### src/rtl/regfile_pkg.sv
package regfile_pkg;

    typedef enum logic {
        BANK_MAIN = 1'b0,
        BANK_ALT  = 1'b1
    } bank_t;

    // byte register codes
    localparam logic [2:0] R8_B = 3'd0;
    localparam logic [2:0] R8_C = 3'd1;
    localparam logic [2:0] R8_D = 3'd2;
    localparam logic [2:0] R8_E = 3'd3;
    localparam logic [2:0] R8_H = 3'd4;
    localparam logic [2:0] R8_L = 3'd5;
    localparam logic [2:0] R8_A = 3'd6;

    // pair register codes
    localparam logic [2:0] R16_BC = 3'd0;
    localparam logic [2:0] R16_DE = 3'd1;
    localparam logic [2:0] R16_HL = 3'd2;
    localparam logic [2:0] R16_IX = 3'd3;
    localparam logic [2:0] R16_IY = 3'd4;
    localparam logic [2:0] R16_SP = 3'd5;

    // defined flags: sign 7, zero 6, parity/overflow 2, carry 0
    localparam logic [7:0] FLAG_DEF_MASK = 8'hC5;

    // banked pair slots
    localparam int PAIR_AF = 0;
    localparam int NUM_PAIRS = 4;

endpackage

### src/rtl/xchg_fsm.sv
module xchg_fsm
    import regfile_pkg::*;
(
    input  logic  clk,
    input  logic  rst,
    input  logic  xchg,
    output bank_t bank
);

    bank_t state_q, state_d;

    always_ff @(posedge clk) begin
        if (rst) state_q <= BANK_MAIN;
        else     state_q <= state_d;
    end

    always_comb begin
        state_d = state_q;
        unique case (state_q)
            BANK_MAIN: if (xchg) state_d = BANK_ALT;
            BANK_ALT:  if (xchg) state_d = BANK_MAIN;
            default:   state_d = BANK_MAIN;
        endcase
    end

    assign bank = state_q;


    toggle_chk: assert property (@(posedge clk) disable iff (rst)
        xchg |=> (bank != $past(bank)));


    hold_chk: assert property (@(posedge clk) disable iff (rst)
        !xchg |=> $stable(bank));

endmodule

### src/rtl/banked_pair.sv
module banked_pair
    import regfile_pkg::*;
#(
    parameter int BYTE_W = 8,
    localparam int WORD_W = 2 * BYTE_W
) (
    input  logic              clk,
    input  logic              rst,
    input  bank_t             bank_sel,
    input  logic              we_hi,
    input  logic              we_lo,
    input  logic [WORD_W-1:0] wdata,
    output logic [WORD_W-1:0] rdata
);

    logic [WORD_W-1:0] store_q [2];
    logic              idx;

    assign idx = (bank_sel == BANK_ALT);

    always_ff @(posedge clk) begin
        if (rst) begin
            store_q[0] <= '0;
            store_q[1] <= '0;
        end else begin
            if (we_hi) store_q[idx][WORD_W-1:BYTE_W] <= wdata[WORD_W-1:BYTE_W];
            if (we_lo) store_q[idx][BYTE_W-1:0]      <= wdata[BYTE_W-1:0];
        end
    end

    assign rdata = store_q[idx];

endmodule

### src/rtl/cpu_regbank.sv
module cpu_regbank
    import regfile_pkg::*;
#(
    parameter int BYTE_W = 8,
    localparam int WORD_W = 2 * BYTE_W
) (
    input  logic              clk,
    input  logic              rst,
    input  logic [2:0]        rd_a_sel,
    input  logic              rd_a_wide,
    output logic [WORD_W-1:0] rd_a_data,
    input  logic [2:0]        rd_b_sel,
    input  logic              rd_b_wide,
    output logic [WORD_W-1:0] rd_b_data,
    input  logic              wr_en,
    input  logic              wr_wide,
    input  logic [2:0]        wr_sel,
    input  logic [WORD_W-1:0] wr_data,
    input  logic              xchg_af,
    input  logic              xchg_grp,
    input  logic              flag_we,
    input  logic [BYTE_W-1:0] flag_in,
    input  logic              af_we,
    input  logic [WORD_W-1:0] af_wdata,
    output logic [WORD_W-1:0] af_rdata
);

    localparam logic [BYTE_W-1:0] FMASK = BYTE_W'(FLAG_DEF_MASK);

    bank_t af_bank, grp_bank;

    xchg_fsm u_af_fsm  (.clk(clk), .rst(rst), .xchg(xchg_af),  .bank(af_bank));
    xchg_fsm u_grp_fsm (.clk(clk), .rst(rst), .xchg(xchg_grp), .bank(grp_bank));

    logic we8, we16;
    assign we8  = wr_en && !wr_wide;
    assign we16 = wr_en &&  wr_wide;

    logic [WORD_W-1:0] pair_rd [NUM_PAIRS];
    logic              pair_we_hi [NUM_PAIRS];
    logic              pair_we_lo [NUM_PAIRS];
    logic [WORD_W-1:0] pair_wd [NUM_PAIRS];
    logic [BYTE_W-1:0] f_upd;

    assign f_upd = (pair_rd[PAIR_AF][BYTE_W-1:0] & ~FMASK) | (flag_in & FMASK);

    // accumulator/flags pair: pop path wins over byte write and flag port
    assign pair_we_hi[PAIR_AF] = af_we || (we8 && wr_sel == R8_A);
    assign pair_we_lo[PAIR_AF] = af_we || flag_we;
    assign pair_wd[PAIR_AF]    = af_we ? af_wdata : {wr_data[BYTE_W-1:0], f_upd};

    genvar p;
    generate
        for (p = 1; p < NUM_PAIRS; p++) begin : g_grp_dec
            localparam logic [2:0] C8_HI = 3'(2 * (p - 1));
            localparam logic [2:0] C8_LO = 3'(2 * (p - 1) + 1);
            localparam logic [2:0] C16   = 3'(p - 1);
            assign pair_we_hi[p] = (we8 && wr_sel == C8_HI) || (we16 && wr_sel == C16);
            assign pair_we_lo[p] = (we8 && wr_sel == C8_LO) || (we16 && wr_sel == C16);
            assign pair_wd[p]    = we16 ? wr_data : {2{wr_data[BYTE_W-1:0]}};
        end
        for (p = 0; p < NUM_PAIRS; p++) begin : g_pair
            banked_pair #(.BYTE_W(BYTE_W)) u_pair (
                .clk     (clk),
                .rst     (rst),
                .bank_sel((p == PAIR_AF) ? af_bank : grp_bank),
                .we_hi   (pair_we_hi[p]),
                .we_lo   (pair_we_lo[p]),
                .wdata   (pair_wd[p]),
                .rdata   (pair_rd[p])
            );
        end
    endgenerate

    // unbanked registers
    logic [WORD_W-1:0] ix_q, iy_q, sp_q;

    always_ff @(posedge clk) begin
        if (rst) begin
            ix_q <= '0;
            iy_q <= '0;
            sp_q <= '0;
        end else if (we16) begin
            if (wr_sel == R16_IX) ix_q <= wr_data;
            if (wr_sel == R16_IY) iy_q <= wr_data;
            if (wr_sel == R16_SP) sp_q <= wr_data;
        end
    end

    // two independent combinational read ports
    logic [2:0]        rp_sel  [2];
    logic              rp_wide [2];
    logic [WORD_W-1:0] rp_data [2];

    assign rp_sel[0]  = rd_a_sel;
    assign rp_wide[0] = rd_a_wide;
    assign rp_sel[1]  = rd_b_sel;
    assign rp_wide[1] = rd_b_wide;
    assign rd_a_data  = rp_data[0];
    assign rd_b_data  = rp_data[1];

    genvar r;
    generate
        for (r = 0; r < 2; r++) begin : g_rport
            logic [BYTE_W-1:0] byte_v;
            always_comb begin
                byte_v = '0;
                case (rp_sel[r])
                    R8_B: byte_v = pair_rd[1][WORD_W-1:BYTE_W];
                    R8_C: byte_v = pair_rd[1][BYTE_W-1:0];
                    R8_D: byte_v = pair_rd[2][WORD_W-1:BYTE_W];
                    R8_E: byte_v = pair_rd[2][BYTE_W-1:0];
                    R8_H: byte_v = pair_rd[3][WORD_W-1:BYTE_W];
                    R8_L: byte_v = pair_rd[3][BYTE_W-1:0];
                    R8_A: byte_v = pair_rd[PAIR_AF][WORD_W-1:BYTE_W];
                    default: byte_v = '0;
                endcase
                if (rp_wide[r]) begin
                    case (rp_sel[r])
                        R16_BC: rp_data[r] = pair_rd[1];
                        R16_DE: rp_data[r] = pair_rd[2];
                        R16_HL: rp_data[r] = pair_rd[3];
                        R16_IX: rp_data[r] = ix_q;
                        R16_IY: rp_data[r] = iy_q;
                        R16_SP: rp_data[r] = sp_q;
                        default: rp_data[r] = '0;
                    endcase
                end else begin
                    rp_data[r] = {{BYTE_W{1'b0}}, byte_v};
                end
            end
        end
    endgenerate

    assign af_rdata = pair_rd[PAIR_AF];


    reset_clear_chk: assert property (@(posedge clk)
        rst |=> (af_rdata == '0 && ix_q == '0 && iy_q == '0 && sp_q == '0));


    af_pop_chk: assert property (@(posedge clk) disable iff (rst)
        (af_we && !xchg_af) |=> (af_rdata == $past(af_wdata)));


    user_bits_chk: assert property (@(posedge clk) disable iff (rst)
        (flag_we && !af_we && !xchg_af) |=>
            ((af_rdata[BYTE_W-1:0] & ~FMASK) == $past(af_rdata[BYTE_W-1:0] & ~FMASK)));


    grp_keeps_af_chk: assert property (@(posedge clk) disable iff (rst)
        (xchg_grp && !xchg_af && !af_we && !flag_we && !we8) |=> $stable(af_rdata));


    ix_hold_chk: assert property (@(posedge clk) disable iff (rst)
        !(we16 && wr_sel == R16_IX) |=> $stable(ix_q));


    sp_hold_chk: assert property (@(posedge clk) disable iff (rst)
        !(we16 && wr_sel == R16_SP) |=> $stable(sp_q));

endmodule

### config.mk
export PLATFORM = sky130hd
export DESIGN_NAME = cpu_regbank
export DESIGN_NICKNAME = d
export VERILOG_FILES = /design/src/rtl/regfile_pkg.sv /design/src/rtl/xchg_fsm.sv /design/src/rtl/banked_pair.sv /design/src/rtl/cpu_regbank.sv
export SDC_FILE = /design/constraint.sdc
export NUM_CORES = 1
export LEC_CHECK = 0
export BUFFER_PORTS_ARGS = -buffer_cell sky130_fd_sc_hd__buf_2
export CAP_MARGIN = 25
export CORE_MARGIN = 5
export CORE_UTILIZATION = 40
export CTS_BUF_LIST = sky130_fd_sc_hd__clkbuf_2
export DETAILED_ROUTE_END_ITERATION = 16
export PLACE_DENSITY = 0.65
export SLEW_MARGIN = 5
export SYNTH_ARGS = -nofsm -noshare
export SYNTH_HDL_FRONTEND = slang
export SYNTH_SLANG_ARGS = --single-unit
export TNS_END_PERCENT = 30
### constraint.sdc
create_clock -name clk -period 2.58 [get_ports clk]
set_input_delay 0.258 -clock clk [delete_from_list [all_inputs] [get_ports clk]]
set_output_delay 0.258 -clock clk [all_outputs]
set_load 0.005 [all_outputs]
==> After elaboration in Yosys (flattened, before gate mapping) <==
Memory sizes are Yosys's and may differ from the RTL's. A register that Yosys moved wholly into a read port is not among the register bits.
Index checks and enable logic that the tools add are counted.
{ "totals": {"ff_bits": 50, "ram_bits": 128, "inputBits": 59, "out_inout_bits": 48, "elab_cells": 117, "n_memories": 4} }
{ "classes": {"n_eq_ne": 18, "muxes": 56, "bitwise": 3, "n_reduce_logical": 31} }
{ "mem_list": {"columns": ["name", "depth", "width", "rd", "rd_clocked_by_memory_dff", "write_ports", "line", "text"], "rows": [
  ["g_pair[0].u_pair.store_q", 2, 16, 1, 1, 2, "banked_pair.sv:16", "logic [WORD_W-1:0] store_q [2];"],
  ["g_pair[1].u_pair.store_q", 2, 16, 1, 1, 2, "banked_pair.sv:16", null],
  ["g_pair[2].u_pair.store_q", 2, 16, 1, 1, 2, "banked_pair.sv:16", null],
  ["g_pair[3].u_pair.store_q", 2, 16, 1, 1, 2, "banked_pair.sv:16", null]
]} }
{ "ops": {"columns": ["operator", "count"], "rows": [
  ["16-bit case mux with 6 select lines", 2],
  ["16-bit two-way mux", 8],
  ["8-bit case mux with 7 select lines", 2],
  ["16-bit OR reduction", 4],
  ["1-bit two-way mux", 38],
  ["3-bit equality test, second input constant", 9],
  ["3-bit by 2-bit equality test with 1-bit output, second input constant", 6],
  ["1-bit logical AND", 12],
  ["3-bit by 1-bit equality test with 1-bit output, second input constant", 3],
  ["3-bit logical NOT", 3],
  ["1-bit logical OR", 8],
  ["2-bit two-way mux", 4],
  ["6-bit by 8-bit bitwise OR with 8-bit output", 1],
  ["2-bit AND reduction", 3],
  ["1-bit case mux with 2 select lines", 2],
  ["1-bit inverter", 2],
  ["1-bit logical NOT", 1]
]} }

==> Logic depth before layout (Yosys ltp) <==
Gate-level depths: netlist of run 1.
{ "logic_depth": {"ltp_word": 9, "ltp_mapped": 7} }

==> Cells and area by module <==
A second synthesis of run 1 with hierarchy kept.
{ "unflattened": {"hier_cells": 1025, "area_unflattened_um2": 11065.6} }
{ "modules_own_cells": {"columns": ["module", "n_inst", "cells_per_inst", "area_per_inst_um2", "seq_area_each_um2"], "rows": [
  ["banked_pair", 4, 111, 1507.7, 960.9],
  ["cpu_regbank", 1, 575, 4969.8, 960.9],
  ["xchg_fsm", 2, 3, 32.5, 20.0]
]} }

==> Worst setup path after synthesis of run 1 <==
OpenSTA, ideal clock, no wires.
{ "synth_timing": {"path_type": "input to register", "startpoint": "input wr_wide", "endpoint": "memory g_pair[3].u_pair.store_q[0][10] (netlist bit), enable pin", "setup_ns": 0.334, "arrival_ns": 1.585, "required_ns": 2.246, "path_slack_ns": 0.660, "cell_stages": 5, "n_path_buf": 2, "cell_sequence": "buf_2 or3b_1 a2111o_1 buf_2 nand2b_1"} }
{ "synth_lines": {"columns": ["item", "line", "text"], "rows": [
  ["start, declared", "cpu_regbank.sv:16", "input logic wr_wide,"],
  ["end, declared", "banked_pair.sv:16", null]
]} }

==> summary.md, run 1 <==
| Metric | Value |
|---|---|
| DR WL met3 | 4410 um |
| Crit. End Element | output pin |
| Slew headroom | 37.0% |
| Most common cell after layout, fill and taps aside | nor2_1 |
| CTS Buf Count | 17 |
| First-pass GRT wire length | 60200 um |
| Initial core utilization | 40.6% |
| Routed wire per std cell | 26.8 um |
| DRC violation count after routing | 0 |
| Grt ovf | 0 |
| Layout Skew | 43.2 ps |
| Slowest CP cell | dfxtp_4 |
| Final Hold Fails | 0 |
| H-tree depth | 4 |
| Synth cell types | 72 |
| Area of the multi-input gates | 5690 um2 |
| Unrepaired setup endpoints after global routing | true |
| Crit path DAT | 2850 ps |
| DIE AREA | 29800 um2 |
| WL met1 | 16700 um |
| CP Max Fanout | 7 |
| Critical Path Max Stage Delay | 480 ps |
| Violated checks | negative setup slack |
| Max clock buf depth | 2 |
| WL final | 41300 um |
| IO buf count | 102 |
| Finished Layout Cells | 1539 |
| Gp weighted congestion | 1.04 |
| Reg clk slew, reported paths | 270 ps |
| Die width | 173 um |
| Synth Flop Type | edfxtp_1 |
| Fmax | 322 MHz |
| Core footprint | 26100 um2 |
| Asr flop ratio synth | 0% |
| Final HPWL DP | 29900 um |
| Layout fillers | 2380 |
| Layout cells sized above 1 | 29.3% |
| Min Tclk post-route | 3100 ps |
| Via count | 9351 |
| CTS tree | built |
| Period utilization | 120% |
| Drt first-iter violations | 1182 |
| # rows | 59 |
| P per Cell Area | 494 nW/um2 |
| Cells after synthesis | 1023 |
| Chip Height | 173 um |
| Router iterations before antenna repair | 5 |
| Met2 wire length | 18800 um |
| Slew @ Worst Pin | 942 ps |
| Worst hold margin | 60.3 ps |
| Status | complete, but fails checks |
| Worst-Skew Late Latency | 810 ps |
| Post-synth EDFFs | 128 |
| Post-synthesis cell area | 10600 um2 |
| CP cell instances | buf_12, mux2_4, mux4_2, o211ai_1, o221ai_2, buf_2 |
| Max-cap violations | 0 |
| Register area | 4850 um2 |
| GR Util All Layers | 26.5% |
| Max IR drop VDD | 0.270 mV |
| Area delta synth->final | 22.6% |
| Vias in the first global route | 9052 |
| Placed insts | 1458 |
| Clock Root Buffer | clkbuf_2 |
| Sink Count | 178 |
| Crit start category | flop |
| Static leakage | 5.09 nW |
| Fin nets | 1249 |
| Worst hold path type | in -> reg |
| Worst EP required | 2320 ps |
| Final Max Slew Viols | 0 |
| Util after Layout | 49.9% |
| DR top layer | met5 |
| Most frequent cells in the layout | nor2_1, edfxtp_1, buf_2 |
| Synth Area per Inst | 10.4 um2 |
| Syn nets | 1082 |
| DRT antenna net count | 0 |
| Sequential share of the synthesized area | 45.7% |
| Setup slack after layout | -525 ps |
| # setup viols final | 32 |
| Initial antenna violation count | 3 |
| Setup CP Type | reg -> out |
| Yosys reg bits | 178 |
| Pin count of the biggest net entering global routing | 65 |
| Synthesis Warnings | 0 |
| Vias per std cell | 6.08 |
| Post-Place Setup Slack | 150 ps |
| Io pins | 107 |
[critical path: cells and delay by family (launching register included)]
family,cells,cell delay (ps)
flip-flops,1,480
multiplexers,2,820
buffers and inverters,2,330
AO/OA/AOI/OAI,2,440
[state kept, by name, summed over array words and instances, names as in the netlist]
signal	cells
ix_q	16
g_pair.u_pair.store_q	128
sp_q	16
u_grp_fsm.bank	1
iy_q	16
u_af_fsm.bank	1
[per-stage QoR]
stage          total power [mW]  area (um2)  setup TNS (ps)
6_report                   6.42       13000          -11480
3_3_place_gp               4.60       11700               0
2_1_floorplan              4.04       10600               0
4_1_cts                    6.24       12600          -11570
3_5_place_dp               4.61       11700               0
5_1_grt                    6.61       13000          -14170
[cell families (layout without fill, tap and decap cells)]
kind of cell	after synthesis	count (layout)	share of synthesized area (%)
flops	178	178	45.7
other cells	0	1	0
buf+inv	94	274	4.31
compound gates	191	191	13.0
simple gates	389	389	18.0
xor+xnor	4	4	0.331
mux	167	167	18.6
[timing repair]
action,in CTS,in global routing
endpoints found under the setup margin,32,32
hold buffers,39,0
gates resized for setup,40,65
setup buffers,3,5
gates cloned,0,2
pin swaps,8,15
hold endpoints to repair,99,0
[synth_stat cells, types with 5 or more instances]
library cell / count / area (um2)
nor2_1: 139 / 522
o21ai_0: 19 / 95.1
nand2b_1: 40 / 250
edfxtp_1: 128 / 3840
clkbuf_1: 38 / 143
o22ai_1: 15 / 93.8
dfxtp_1: 50 / 1000
or3_1: 8 / 50.1
nor2b_1: 15 / 93.8
nand3_1: 10 / 50.1
o2bb2ai_1: 8 / 70.1
a31oi_1: 10 / 62.6
nor3_1: 12 / 60.1
buf_6: 5 / 56.3
o211ai_1: 17 / 128
and2_1: 49 / 307
or2_2: 9 / 56.3
a222oi_1: 6 / 60.1
o221ai_1: 5 / 43.8
inv_1: 8 / 30.0
a21oi_1: 30 / 150
nand2_1: 81 / 304
mux2i_1: 99 / 991
o21ai_1: 6 / 30.0
a32oi_1: 7 / 61.3
buf_2: 32 / 160
a22o_1: 14 / 123
a22oi_1: 16 / 120
mux4_2: 18 / 405
mux2_2: 48 / 541
[where the power goes]
group          switching, mW  internal, mW
Sequential            0.0607          3.18
Clock                   1.12         0.467
Combinational          0.916         0.674
Total                   2.10          4.32
[path summary, 6_finish.rpt]
check,slack [ps],startpoint,endpoint,cells past startpoint
hold reg to reg,490,iy_q[9]$_SDFFE_PP0P_,iy_q[9]$_SDFFE_PP0P_,2
setup / recovery,-520,u_grp_fsm.bank$_SDFF_PP0_,rd_b_data[2],6
hold / removal,60,flag_we,g_pair[0].u_pair.store_q[1][5]$_SDFFCE_PN0P_,3
setup reg to reg,360,u_grp_fsm.bank$_SDFF_PP0_,g_pair[2].u_pair.store_q[1][13]$_SDFFCE_PN0P_,6
[final cells by class]
cell class / count / area share, %
multi-input cells: 751 / 43.8
flip-flops and latches: 178 / 37.3
repair buffers: 232 / 13.5
well taps: 335 / 3.23
clock inverters: 14 / 1.17
clock buffers: 18 / 0.693
inverters: 10 / 0.318
diodes: 1 / 0.0193
[per-layer routing]
metal | up-vias | global-route usage [%]
li1 | 4117 | -
met1 | 4629 | 36.5
met2 | 511 | 41.7
met3 | 92 | 6.00
met4 | 2 | 8.16
met5 | - | 0
No activity file was read; power rests on OpenSTA's default activity.
==> run 2, diff against run 1 <==
==> constraint.sdc (replaced) <==
create_clock -name clk -period 2.58 [get_ports clk]
set_input_delay 0.516 -clock clk [delete_from_list [all_inputs] [get_ports clk]]
set_output_delay 0.516 -clock clk [all_outputs]
set_load 0.005 [all_outputs]
==> run 2 against run 1 <==
Against the previous run: the flow still finishes with violations (negative setup slack); sequential power about the same; final cell count grew 1.2%; die area stayed put; worst hold slack got worse by 3.4 ps; critical path depth is 2 higher; largest power group unchanged; clock-buffer cell count decreased by 1; register-to-register slack got worse by 70 ps; power up 2.0%; global-route usage down 0.86 points; sequential cell count stayed put.
==> summary.md, run 2 (synthesis gave the netlist of run 1 again) <==
| Metric | Value |
|---|---|
| Status | complete, but fails checks (unchanged) |
| Violated checks | negative setup slack (unchanged) |
| Post-Place Setup Slack | 7.47 ps (was 150 ps) |
| CP Max Fanout | 10 (was 7) |
| Die width | 173 um (unchanged) |
| CTS Buf Count | 17 (unchanged) |
| Worst EP required | 2060 ps (was 2320 ps) |
| Setup TNS | -19410 ps (was -11480 ps) |
| Crit. End Element | output pin (unchanged) |
| CP cell instances | buf_12, buf_8, buf_4, mux4_2, a22oi_1, o211ai_1, buf_4, buf_2 (was buf_12, mux2_4, mux4_2, o211ai_1, o221ai_2, buf_2) |
| DIE AREA | 29800 um2 (unchanged) |
| Most common cell after layout, fill and taps aside | nor2_1 (unchanged) |
| Levels on crit path | 8 (was 6) |
| Max-cap violations | 0 (unchanged) |
| Max IR drop VDD | 0.416 mV (was 0.270 mV) |
| Worst-Skew Late Latency | 770 ps (was 810 ps) |
| Worst hold path type | in -> reg (unchanged) |
| Max clock buf depth | 2 (unchanged) |
| Core footprint | 26100 um2 (unchanged) |
| Grt ovf | 0 (unchanged) |
| Util after Layout | 50.0% (was 49.9%) |
| Min Tclk post-route | 3380 ps (was 3100 ps) |
| WL final | 40000 um (was 41300 um) |
| Most frequent cells in the layout | nor2_1, edfxtp_1, buf_4 (was nor2_1, edfxtp_1, buf_2) |
| Unrepaired setup endpoints after global routing | true (unchanged) |
| Gp weighted congestion | 1.01 (was 1.04) |
| Placed insts | 1503 (was 1458) |
| Slew headroom | 23.1% (was 37.0%) |
| Final HPWL DP | 30100 um (was 29900 um) |
| Initial antenna violation count | 3 (unchanged) |
| WHS Endpoint | g_pair[0].u_pair.store_q[1][7]$_SDFFCE_PN0P_ (was g_pair[0].u_pair.store_q[1][5]$_SDFFCE_PN0P_) |
| Chip Height | 173 um (unchanged) |
| Most flops, register | g_pair.u_pair.store_q (unchanged) |
| Pin count of the biggest net entering global routing | 65 (unchanged) |
| Hold_sp | flag_in[7] (was flag_we) |
| Worst hold margin | 56.8 ps (was 60.3 ps) |
| IO buf count | 102 (unchanged) |
| Area delta synth->final | 23.1% (was 22.6%) |
| Drt first-iter violations | 1101 (was 1182) |
| Final Hold Fails | 0 (unchanged) |
| Static leakage | 5.22 nW (was 5.09 nW) |
| Router iterations before antenna repair | 6 (was 5) |
| Reg2Reg Depth | 7 (was 6) |
| Period utilization | 131% (was 120%) |
| Crit start category | flop (unchanged) |
| CP startpoint | u_grp_fsm.bank$_SDFF_PP0_ (unchanged) |
| Slowest CP cell | mux4_2 (was dfxtp_4) |
| # setup viols final | 32 (unchanged) |
| Sink Count | 178 (unchanged) |
| Crit path DAT | 2870 ps (was 2850 ps) |
| First-pass GRT wire length | 58400 um (was 60200 um) |
| H-tree depth | 4 (unchanged) |
| Slew @ Worst Pin | 1120 ps (was 942 ps) |
| Most frequent CP cell | buf_4 |
| Routing usage on met2 | 39.9% (was 41.7%) |
| Layer with the highest usage | met2 (unchanged) |
| DRT antenna net count | 0 (unchanged) |
| # rows | 59 (unchanged) |
| Fin nets | 1267 (was 1249) |
| Met3 Usage GRT | 5.35% (was 6.00%) |
| Reg2reg end | g_pair[2].u_pair.store_q[1][1]$_SDFFCE_PN0P_ (was g_pair[2].u_pair.store_q[1][13]$_SDFFCE_PN0P_) |
| M1 GR Usage | 34.9% (was 36.5%) |
| Max FFs per register | 128 (unchanged) |
| Vias per std cell | 6.07 (was 6.08) |
| P per Cell Area | 502 nW/um2 (was 494 nW/um2) |
| Final Max Slew Viols | 0 (unchanged) |
| Initial core utilization | 40.6% (unchanged) |
| Hold path cells | 3 (unchanged) |
| CTS tree | built (unchanged) |
| Layout cells sized above 1 | 31.0% (was 29.3%) |
| Setup CP Type | reg -> out (unchanged) |
| R2r startpoint | u_grp_fsm.bank$_SDFF_PP0_ (unchanged) |
| Layout Skew | 52.7 ps (was 43.2 ps) |
| Fmax | 296 MHz (was 322 MHz) |
| Critical Path Max Stage Delay | 510 ps (was 480 ps) |
| Finished Layout Cells | 1558 (was 1539) |
| Flop2flop setup slack | 290 ps (was 360 ps) |
| GR Util All Layers | 25.6% (was 26.5%) |
| Reg clk slew, reported paths | 300 ps (was 270 ps) |
| DRC violation count after routing | 0 (unchanged) |
| WP buf/inv | 5 (was 2) |
| Routed wire per std cell | 25.7 um (was 26.8 um) |
| Setup slack after layout | -803 ps (was -525 ps) |
| Via count | 9463 (was 9351) |
| Top delay family on crit path | buffers and inverters (was multiplexers) |
| Vias in the first global route | 9173 (was 9052) |
| Clock Root Buffer | clkbuf_2 (unchanged) |
| Io pins | 107 (unchanged) |
run 2: cell count changes in the layout (fill, tap and decap cells not counted), sizes merged:
cell and change:
diode +1, buf +47, inv +1, bufbuf +1, dlygate4sd3 -28, clkinvlp -1, clkbuf -3, clkinv +1
run 2: metrics by stage:
stage	instance area, um2	power [mW]
floorplan	10600	4.04
global placement	12200	4.68
detailed placement	12200	4.69
CTS	12900	6.49
global route	13000	6.74
finish	13000	6.55
run 2: final cells by class:
cell class / count / area [um2]
fillers: 2358 / 13000
diodes: 2 / 5.00
inverters: 10 / 41.3
clock inverters: 15 / 211
multi-input cells: 751 / 5580
flip-flops and latches: 178 / 4850
clock buffers: 17 / 85.1
well taps: 335 / 419
repair buffers: 250 / 1840
run 2: tightest hold or removal path: cells and delay by family:
| kind | cells | cell delay, ps |
|---|---|---|
| buf+inv | 1 | 70 |
| mux | 1 | 70 |
| simple gates | 1 | 80 |
run 2: per-layer routing:
metal / share of wire, % / routed length, um
met1: 41 / 16500
met3: 9.0 / 3600
met4: 4.2 / 1690
met5: 0.032 / 13
met2: 46 / 18200
run 2: worst max-delay path by stage:
stage | endpoint | slack, ps
floorplan | rd_a_data[6] | 290
global placement | rd_a_data[2] | -70
detailed placement | rd_b_data[2] | 7
CTS | rd_b_data[2] | -840
global route | rd_b_data[2] | -920
finish | rd_b_data[1] | -800
run 2: what timing repair did:
action	4_1_cts	5_1_grt
hold buffers	11	0
cloned	1	0
setup endpoints to repair	47	39
gates resized for setup	57	21
endpoints found under the hold margin	22	0
setup buffers	9	0
pin swaps	19	12
run 2: report_power, final:
part / internal (mW) / switching (mW)
registers: 3.18 / 0.0654
clock network: 0.518 / 1.20
logic: 0.698 / 0.886
total: 4.40 / 2.15
==> run 3, diff against run 2 <==
Settings changed: SKIP_CTS_REPAIR_TIMING set to 1.
==> run 3 against run 2 <==
Against the previous run: the run still ends with negative setup slack left; via count decreased by 0.16%; die area unchanged; global-route usage decreased by 0.28 points; critical path type unchanged.
==> summary.md, run 3 (synthesis gave the netlist of run 1 again) <==
| Metric | Value |
|---|---|
| Status | complete, but fails checks (unchanged) |
| Violated checks | negative setup slack (unchanged) |
| Static leakage | 5.20 nW (was 5.22 nW) |
| Most flops, register | g_pair.u_pair.store_q (unchanged) |
| Finished Cell Area | 13000 um2 (about the same) |
| Internal | 4.38 mW (was 4.40 mW) |
| Die width | 173 um (unchanged) |
| Setup slack after layout | -822 ps (was -803 ps) |
| Setup CP Type | reg -> out (unchanged) |
| Grt ovf | 0 (unchanged) |
| Layout Skew | 62.3 ps (was 52.7 ps) |
| # rows | 59 (unchanged) |
| CTS Buf Count | 17 (unchanged) |
| Max IR drop VDD | 0.423 mV (was 0.416 mV) |
| Pin count of the biggest net entering global routing | 65 (unchanged) |
| Io pins | 107 (unchanged) |
| Most common cell after layout, fill and taps aside | nor2_1 (unchanged) |
| Area of the multi-input gates | 5520 um2 (was 5580 um2) |
| Crit. End Element | output pin (unchanged) |
| Clock Root Buffer | clkbuf_2 (unchanged) |
| WL final | 39900 um (was 40000 um) |
| DIE AREA | 29800 um2 (unchanged) |
| Final HPWL DP | 30100 um (unchanged) |
| DRC violation count after routing | 0 (unchanged) |
| Fmax | 294 MHz (was 296 MHz) |
| Register area | 4850 um2 (unchanged) |
| Sw Ratio | 32.7% (was 32.8%) |
| First-pass GRT wire length | 57700 um (was 58400 um) |
| DRT antenna net count | 0 (unchanged) |
| H-tree depth | 4 (unchanged) |
| Final Hold Fails | 0 (unchanged) |
| Via count | 9448 (was 9463) |
| CTS tree | built (unchanged) |
| Gp weighted congestion | 1.01 (unchanged) |
| Area delta synth->final | 22.4% (was 23.1%) |
| Initial antenna violation count | 4 (was 3) |
| Crit path DAT | 2890 ps (was 2870 ps) |
| # setup viols final | 32 (unchanged) |
| Max FFs per register | 128 (unchanged) |
| Layout cells sized above 1 | 31.0% (about the same) |
| Vias per std cell | 6.06 (was 6.07) |
| Worst hold path type | in -> reg (unchanged) |
| GR Util All Layers | 25.3% (was 25.6%) |
| Unrepaired setup endpoints after global routing | true (unchanged) |
| Worst-Skew Late Latency | 770 ps (about the same) |
| Slew headroom | 22.5% (was 23.1%) |
| Chip Height | 173 um (unchanged) |
| Clock power share | 26.1% (was 26.2%) |
| Vias in the first global route | 9086 (was 9173) |
| Slew @ Worst Pin | 1130 ps (was 1120 ps) |
| Max clock buf depth | 2 (unchanged) |
| Max-cap violations | 0 (unchanged) |
| Min Tclk post-route | 3400 ps (was 3380 ps) |
| Final Max Slew Viols | 0 (unchanged) |
| Fin nets | 1268 (was 1267) |
| Crit start category | flop (unchanged) |
| Comb pwr share | 24.1% (was 24.2%) |
| CP Max Fanout | 10 (unchanged) |
| Most frequent cells in the layout | nor2_1, edfxtp_1, buf_4 (unchanged) |
| Router iterations before antenna repair | 6 (unchanged) |
| Sequential share of power | 49.8% (was 49.6%) |
| Initial core utilization | 40.6% (unchanged) |
| Setup TNS | -19810 ps (was -19410 ps) |
| Core footprint | 26100 um2 (unchanged) |
| Drt first-iter violations | 1151 (was 1101) |
| Sink Count | 178 (unchanged) |
| P per Cell Area | 502 nW/um2 (about the same) |
| Reg clk slew, reported paths | 320 ps (was 300 ps) |
| Routed wire per std cell | 25.6 um (was 25.7 um) |
| Placed instance area | 12200 um2 (unchanged) |
| Worst EP required | 2060 ps (about the same) |
| Net Sw Power | 2.13 mW (was 2.15 mW) |
| IO buf count | 102 (unchanged) |
| Layout fillers | 2371 (was 2358) |
| Period utilization | 132% (was 131%) |
[run 3: area by class of cell]
cell class / instances / share of cell area [%]
timing repair buffer: 251 / 14.2
multi-input combinational: 751 / 42.6
sequential: 178 / 37.4
clock buffer: 17 / 0.656
tap: 335 / 3.23
antenna: 2 / 0.0386
inverter: 10 / 0.289
clock inverter: 15 / 1.63
[run 3: metrics by stage]
step	total power [mW]	hold WS (ps)	std cells	utilization [%]	setup slack [ps]
final	6.51	43.9	1559	49.8	-822
after global routing	6.72	12.6	1559	49.8	-920
after CTS	6.37	-112	1535	47.8	-925
after detailed placement	4.69	464	1503	46.7	7.47
after global placement	4.68	455	1503	46.7	-71.4
after floorplan	4.04	442	1023	-	293
[run 3: critical path, stage by stage (launching register included)]
cell	delay, ps
dfxtp_4	440
buf_12	130
buf_6	160
buf_4	140
mux4_2	500
a22oi_1	220
o211ai_1	210
buf_4	190
buf_2	120
[run 3: final timing paths]
check | from | end | slack [ps] | cells past startpoint
min | wr_data[13] | iy_q[13]$_SDFFE_PP0P_ | 40 | 3
max | u_grp_fsm.bank$_SDFF_PP0_ | rd_b_data[1] | -820 | 8
max reg2reg | u_grp_fsm.bank$_SDFF_PP0_ | g_pair[1].u_pair.store_q[0][9]$_SDFFCE_PN0P_ | 310 | 6
min reg2reg | iy_q[8]$_SDFFE_PP0P_ | iy_q[8]$_SDFFE_PP0P_ | 490 | 2
[run 3: power groups by stage]
| stage | Sequential [mW] | Combinational (mW) | Clock, mW |
|---|---|---|---|
| after detailed placement | 3.31 | 1.39 | 0 |
| after CTS | 3.25 | 1.39 | 1.73 |
| final | 3.25 | 1.57 | 1.70 |
| after global routing | 3.26 | 1.63 | 1.83 |
| after global placement | 3.30 | 1.38 | 0 |
| after floorplan | 3.27 | 0.766 | 0 |
[run 3: metal layers]
metal / global-route usage, % / vias to the layer above / routed length, um
met1: 34.7 / 4665 / 16400
met2: 39.2 / 519 / 18100
li1: - / 4159 / -
met3: 5.28 / 101 / 3610
met4: 10.6 / 4 / 1750
met5: 0 / - / 29
